$ cat config.mk
export PLATFORM = sky130hd
export DESIGN_NAME = mem2mem_calc_core
export DESIGN_NICKNAME = d
export VERILOG_FILES = /design/src/rtl/calc_pkg.sv /design/src/rtl/calc_ctrl.sv /design/src/rtl/calc_datapath.sv /design/src/rtl/mem2mem_calc_core.sv
export SDC_FILE = /design/constraint.sdc
export NUM_CORES = 1
export LEC_CHECK = 0
export BUFFER_PORTS_ARGS = -buffer_cell sky130_fd_sc_hd__buf_2
export CAP_MARGIN = 10
export CORE_MARGIN = 3
export CORE_UTILIZATION = 50
export DETAILED_ROUTE_END_ITERATION = 16
export PLACE_DENSITY = 0.71
export SYNTH_ARGS = -nofsm -noshare
export SYNTH_HDL_FRONTEND = slang
export SYNTH_SLANG_ARGS = --single-unit
$ cat constraint.sdc
create_clock -name clk -period 4.89 [get_ports clk]
set_input_delay 1.467 -clock clk [delete_from_list [all_inputs] [get_ports clk]]
set_output_delay 1.467 -clock clk [all_outputs]
set_load 0.01 [all_outputs]
$ cat src/rtl/calc_pkg.sv
package calc_pkg;
  typedef enum logic {
    OP_ADD = 1'b0,
    OP_SUB = 1'b1
  } calcOp_e;

  // Strobes from control to datapath
  typedef struct packed {
    logic wbValid;   // stage-5 slot holds a real instruction
  } pipeCtl_t;
endpackage

$ cat src/rtl/calc_ctrl.sv
module calc_ctrl
  import calc_pkg::*;
#(
  parameter int PC_W  = 8,
  parameter int CNT_W = 16
) (
  input  logic             clk,
  input  logic             rst,
  input  logic             isHaltWord,
  output pipeCtl_t         ctl,
  output logic [PC_W-1:0]  fetchPc,
  output logic             done,
  output logic [CNT_W-1:0] cycleCount,
  output logic [CNT_W-1:0] retiredCount
);
  localparam int NUM_STAGES = 5;
  localparam int VLD_W      = NUM_STAGES - 1;  // valid bits for stages 2..5

  logic             halted;
  logic             issue;
  logic [VLD_W-1:0] stageValid;   // bit 0 = stage 2, top bit = stage 5

  assign issue       = !halted && !isHaltWord;
  assign done        = halted && (stageValid == '0);
  assign ctl.wbValid = stageValid[VLD_W-1];

  always_ff @(posedge clk) begin
    if (rst) begin
      halted       <= 1'b0;
      fetchPc      <= '0;
      stageValid   <= '0;
      cycleCount   <= '0;
      retiredCount <= '0;
    end else begin
      stageValid <= {stageValid[VLD_W-2:0], issue};
      if (!halted) begin
        if (isHaltWord) halted  <= 1'b1;
        else            fetchPc <= fetchPc + 1'b1;
      end
      if (!done)       cycleCount   <= cycleCount + 1'b1;
      if (ctl.wbValid) retiredCount <= retiredCount + 1'b1;
    end
  end
endmodule

$ cat src/rtl/calc_datapath.sv
module calc_datapath
  import calc_pkg::*;
#(
  parameter int ADDR_W = 8,
  parameter int DATA_W = 16
) (
  input  logic                  clk,
  input  pipeCtl_t              ctl,
  input  logic [3*ADDR_W:0]     imemData,
  output logic                  isHaltWord,
  output logic [ADDR_W-1:0]     rdAddrA,
  input  logic [DATA_W-1:0]     rdDataA,
  output logic [ADDR_W-1:0]     rdAddrB,
  input  logic [DATA_W-1:0]     rdDataB,
  output logic                  wrEn,
  output logic [ADDR_W-1:0]     wrAddr,
  output logic [DATA_W-1:0]     wrData
);
  localparam int INSTR_W = 3*ADDR_W + 1;
  localparam int OP_BIT  = INSTR_W - 1;
  localparam int A_LSB   = 2*ADDR_W;
  localparam int B_LSB   = ADDR_W;

  // Stage 2 register: decoded instruction
  calcOp_e           s2Op;
  logic [ADDR_W-1:0] s2A, s2B, s2C;
  // Stage 3 register
  calcOp_e           s3Op;
  logic [ADDR_W-1:0] s3A, s3B, s3C;
  logic [DATA_W-1:0] s3AVal;
  // Stage 4 register
  calcOp_e           s4Op;
  logic [ADDR_W-1:0] s4A, s4B, s4C;
  logic [DATA_W-1:0] s4AVal, s4BVal;
  // Stage 5 register
  logic [ADDR_W-1:0] s5C;
  logic [DATA_W-1:0] s5Res;

  logic [DATA_W-1:0] aFix2, aFix3, bFix3, opA, opB, aluRes;

  // Patch a captured operand with the result now in writeback, if the address matches
  function automatic logic [DATA_W-1:0] wbPatch(
    input logic              hit,
    input logic [DATA_W-1:0] wbVal,
    input logic [DATA_W-1:0] oldVal
  );
    return hit ? wbVal : oldVal;
  endfunction

  assign isHaltWord = &imemData;
  assign rdAddrA    = s2A;
  assign rdAddrB    = s3B;

  assign aFix2 = wbPatch(ctl.wbValid && (s5C == s2A), s5Res, rdDataA);
  assign aFix3 = wbPatch(ctl.wbValid && (s5C == s3A), s5Res, s3AVal);
  assign bFix3 = wbPatch(ctl.wbValid && (s5C == s3B), s5Res, rdDataB);
  assign opA   = wbPatch(ctl.wbValid && (s5C == s4A), s5Res, s4AVal);
  assign opB   = wbPatch(ctl.wbValid && (s5C == s4B), s5Res, s4BVal);

  always_comb begin
    unique case (s4Op)
      OP_ADD:  aluRes = opA + opB;
      OP_SUB:  aluRes = opA - opB;
      default: aluRes = opA + opB;
    endcase
  end

  // Data registers advance every cycle; validity lives in the control
  always_ff @(posedge clk) begin
    s2Op   <= calcOp_e'(imemData[OP_BIT]);
    s2A    <= imemData[A_LSB +: ADDR_W];
    s2B    <= imemData[B_LSB +: ADDR_W];
    s2C    <= imemData[0 +: ADDR_W];

    s3Op   <= s2Op;
    s3A    <= s2A;
    s3B    <= s2B;
    s3C    <= s2C;
    s3AVal <= aFix2;

    s4Op   <= s3Op;
    s4A    <= s3A;
    s4B    <= s3B;
    s4C    <= s3C;
    s4AVal <= aFix3;
    s4BVal <= bFix3;

    s5C    <= s4C;
    s5Res  <= aluRes;
  end

  assign wrEn   = ctl.wbValid;
  assign wrAddr = s5C;
  assign wrData = s5Res;
endmodule

$ cat src/rtl/mem2mem_calc_core.sv
module mem2mem_calc_core
  import calc_pkg::*;
#(
  parameter int ADDR_W = 8,
  parameter int DATA_W = 16,
  parameter int PC_W   = 8,
  parameter int CNT_W  = 16
) (
  input  logic                clk,
  input  logic                rst,
  output logic [PC_W-1:0]     imemAddr,
  input  logic [3*ADDR_W:0]   imemData,
  output logic [ADDR_W-1:0]   rdAddrA,
  input  logic [DATA_W-1:0]   rdDataA,
  output logic [ADDR_W-1:0]   rdAddrB,
  input  logic [DATA_W-1:0]   rdDataB,
  output logic                wrEn,
  output logic [ADDR_W-1:0]   wrAddr,
  output logic [DATA_W-1:0]   wrData,
  output logic                done,
  output logic [CNT_W-1:0]    cycleCount,
  output logic [CNT_W-1:0]    retiredCount
);
  pipeCtl_t ctl;
  logic     isHaltWord;

  calc_ctrl #(.PC_W(PC_W), .CNT_W(CNT_W)) u_ctrl (
    .clk          (clk),
    .rst          (rst),
    .isHaltWord   (isHaltWord),
    .ctl          (ctl),
    .fetchPc      (imemAddr),
    .done         (done),
    .cycleCount   (cycleCount),
    .retiredCount (retiredCount)
  );

  calc_datapath #(.ADDR_W(ADDR_W), .DATA_W(DATA_W)) u_dp (
    .clk        (clk),
    .ctl        (ctl),
    .imemData   (imemData),
    .isHaltWord (isHaltWord),
    .rdAddrA    (rdAddrA),
    .rdDataA    (rdDataA),
    .rdAddrB    (rdAddrB),
    .rdDataB    (rdDataB),
    .wrEn       (wrEn),
    .wrAddr     (wrAddr),
    .wrData     (wrData)
  );
endmodule

==> results.md <==
- Worst R2R Path Depth: 18
- Fin Setup TNS: 0 ps
- Grt ovf: 0
- Pint: 2.580 mW
- Avg Vias per Cell: approximately 5.3
- Setup slack, reg-to-reg: between 400 and 500 ps
- Static Leakage: just under 4 nW
- Synth-to-Final Area Change: 18.77%
- Critical Path AT: 4800 ps
- Num rows: 44
- Max Fanout on Critical Path: 6
- Normalized max-slew margin: 0.4583
- CP required: about 5200 ps
- Clock Skews: between 15 and 20 ps
- Min cycle time layout: 4451 ps
- Clock-pin slew on the worst setup and hold paths: around 80 ps
- Final Wtd Congestion: between 0.9 and 1
- Sequential area share after synthesis: 0.5057
- Finished Cell Area: 9027 um2
- 1st-pass router iterations: 6
- Final setup violating endpoints: 0
- Clock power frac: 0.393
- Most common cell after layout, fill and taps aside: dfxtp_1
- Register bit total from synthesis: 192
- Master of the slowest instance on the critical path: dfxtp_1
- Final wirelength: between 15 and 20 mm
- Power per standard cell area: 401.3 nW/um2
- ANT nets after route: 0
- Via count: about 5500
- Worst r2r dst: u_dp.wrData[13]
- GR Util All Layers: 0.2041
- Post-route DRC violation count: 0
- Max IR drop VDD: just under 0.0004 V
- Switching share of power: 0.2877
- Layout cell share with drive strength beyond 1: 0.2919
- Run status: finished, final reports clean
- Clock Tree Buf Depth: 2
- Root buf cell: clkbuf_16
- Final Max Tran Viols: 0
- NetSw: approximately 1.0 mW
- Die height: around 130 um
- Delay-heaviest family, CP: simple AND/OR/NAND/NOR gates
- Async SR Flop Fraction: 0
- Synth area leaders: dfxtp_1, mux2_2, xor2_1
- Most common flop cell mapped by yosys: dfxtp_1
- Yosys cell types: approximately 50
- First DRT Iteration DRCs: around 250
- RSZ-0062 raised after global routing: no
- Die Area: 16720 um2
- Synth Warn #: 0
- IO Pins: 141
- Average size of a mapped cell: 10.63 um2
- Pin count of the biggest net entering global routing: 46
- Max frequency: around 0.22 GHz
- Critical path launch point type: flop
- Worst min-delay path startpoint: u_dp.s2C[0]
- Hold-fix buffers, CTS: 0
- Initial Util: 0.5171
- Worst Hold Endpoint: u_dp.s3C[0]
- Number of H-tree levels: 4
- Final hold viol count: 0
- Worst-Margin Slew: just over 800 ps
- Final nets: between 900 and 1000
- Max incr delay on CP: roughly 480 ps
- CP endpoint kind: flop
- Post-synth top area share: 0.5057
- Leading area contributor after synthesis: dfxtp_1
- CTS tree: built
- Number of max-cap violations: 0
- CTS Sinks: around 190
- Worst hold margin: around 330 ps
- Syn Nets: approximately 790
- Worst path buffer plus inverter count: 0
- # port buffers: between 100 and 150
- Core area: about 15000 um2
- Setup CP Type: reg -> reg
- Reg power frac: 0.498
- Vias in the first global route: approximately 5600
- Post-CTS Setup Inserts: 0
- CTS buffer count: 17
- Start of the worst register-to-register path: u_dp.wrAddr[5]
- Post-Syn Area: 7601 um2
- CP Cell Sequence: xnor2_1 -> nand4_1 -> or3_1 -> mux2i_1 -> ha_1 -> nand3b_1 -> nor4_1 -> nor2_1 -> xor2_1 -> o21ai_0 -> ha_1 -> a21o_1 -> a31o_2 -> or3_1 -> o211ai_1 -> nand2b_1 -> a21oi_1 -> xnor2_1
- Clock Latency Late Sink: around 440 ps
- Die span in x: around 130 um
- Final period util: 0.9102
- HPWL after DPL: approximately 12 mm
- WHS Path Cells: 0
- Hold Path Class: reg -> reg
- Initial antenna violation count: 1
- Post-synth EDFFs: 0
- Average wire per standard cell: 15.95 um
- Commonest cells after routing, fill and taps aside: dfxtp_1, buf_2, nor2_1, xor2_1, mux2_2
- Syn Inst Count: approximately 720
- Gate power share: 0.109
- First-pass GRT wire length: ~27 mm
- Area of placed instances: 8388 um2
registers in the layout, indices dropped and copies added (netlist names), 16 cells and up:
| signal | flops |
|---|---|
| u_dp.s3AVal | 16 |
| u_ctrl.retiredCount | 16 |
| u_dp.s4BVal | 16 |
| u_dp.wrData | 16 |
| u_dp.s4AVal | 16 |
| u_ctrl.cycleCount | 16 |
area by class of cell:
class	instances	area, um2
antenna	1	2.502
clock buffer	18	439.2
clock inverter	14	195.2
fill	1221	5672
inverter	15	56.30
multi-input combinational	476	3520
sequential	192	3846
tap	184	230.2
timing repair buffer	145	738.2
per-stage QoR:
| stage | utilization | total power [mW] | cells | setup WS (ps) |
|---|---|---|---|---|
| 5_1_grt | 0.6141 | 3.782 | 1045 | 15.04 |
| 3_3_place_gp | 0.5707 | 2.210 | 1012 | 725.5 |
| 2_1_floorplan | - | 2.065 | 715 | 642.8 |
| 6_report | 0.6141 | 3.622 | 1045 | 439.3 |
| 4_1_cts | 0.6138 | 3.648 | 1044 | 440.7 |
| 3_5_place_dp | 0.5707 | 2.229 | 1012 | 471.8 |
kinds of logic (layout without fill, tap and decap cells):
family	Yosys count	after routing	synth area share
simple gates	208	208	0.1393
flops	192	192	0.5057
xor+xnor	102	102	0.1185
mux	77	77	0.1116
compound gates	69	69	0.05975
buf+inv	47	192	0.03127
fa+ha+maj	20	20	0.03391
other cells	0	1	0
worst max-delay path by stage:
stage	slack, ps	cells past startpoint	to	from
floorplan	640	22	u_dp.wrData[13]	u_dp.wrAddr[5]
finish	440	18	u_dp.wrData[13]	u_dp.wrAddr[5]
CTS	440	18	u_dp.wrData[13]	u_dp.wrAddr[1]
detailed placement	470	18	u_dp.wrData[13]	u_dp.wrAddr[1]
global placement	730	18	u_dp.wrData[13]	u_dp.wrAddr[3]
global route	20	18	u_dp.wrData[13]	u_dp.wrAddr[5]
metal layers:
metal | wire length (um) | global-route usage
met2 | 8230 | 0.3518
met1 | 6975 | 0.2410
met4 | 448 | 0.09018
met3 | 1018 | 0.05070
met5 | 0 | 0
repair_timing:
action                                  in CTS  in global routing
endpoints found under the setup margin       0                  1
endpoints found under the hold margin        0                  0
resized for setup                            0                  2
power by group through the flow:
stage          combinational, mW  sequential (mW)  clock [mW]
2_1_floorplan              0.260             1.80           0
3_3_place_gp               0.376             1.83           0
3_5_place_dp               0.389             1.84           0
4_1_cts                    0.394             1.80        1.45
5_1_grt                    0.437             1.82        1.52
6_report                   0.395             1.80        1.42
worst reg2reg max path: cells and delay by family (launching register included):
family / cells / cell delay, ps
multiplexers: 1 / 230
AND/OR/NAND/NOR: 7 / 1520
AO/OA/AOI/OAI: 5 / 1070
XOR/XNOR: 3 / 470
flip-flops: 1 / 480
adder cells (fa/ha/maj): 2 / 610
Yosys cell counts, types with 2 or more instances:
cell / count
mux2_2: 61
and3_1: 11
nand4_1: 16
a21oi_2: 2
buf_4: 3
a21oi_1: 19
a311oi_1: 3
nor4_4: 3
o21bai_1: 2
nor4_1: 12
nand3_1: 23
mux2i_1: 15
xor2_1: 62
ha_1: 19
nand3b_1: 2
dfxtp_1: 192
a31o_2: 2
buf_6: 5
nor2b_1: 7
nand2_1: 28
a21boi_0: 2
or3_1: 7
or4_1: 3
clkbuf_1: 13
o21a_1: 4
o311ai_0: 2
xnor2_1: 39
o31a_1: 2
nor2_1: 74
o21ai_0: 15
nor3_1: 14
nand2b_1: 4
inv_1: 15
buf_2: 10
and4_1: 3
a21o_1: 5
a31oi_1: 2
No activity file was read; power rests on OpenSTA's default activity.
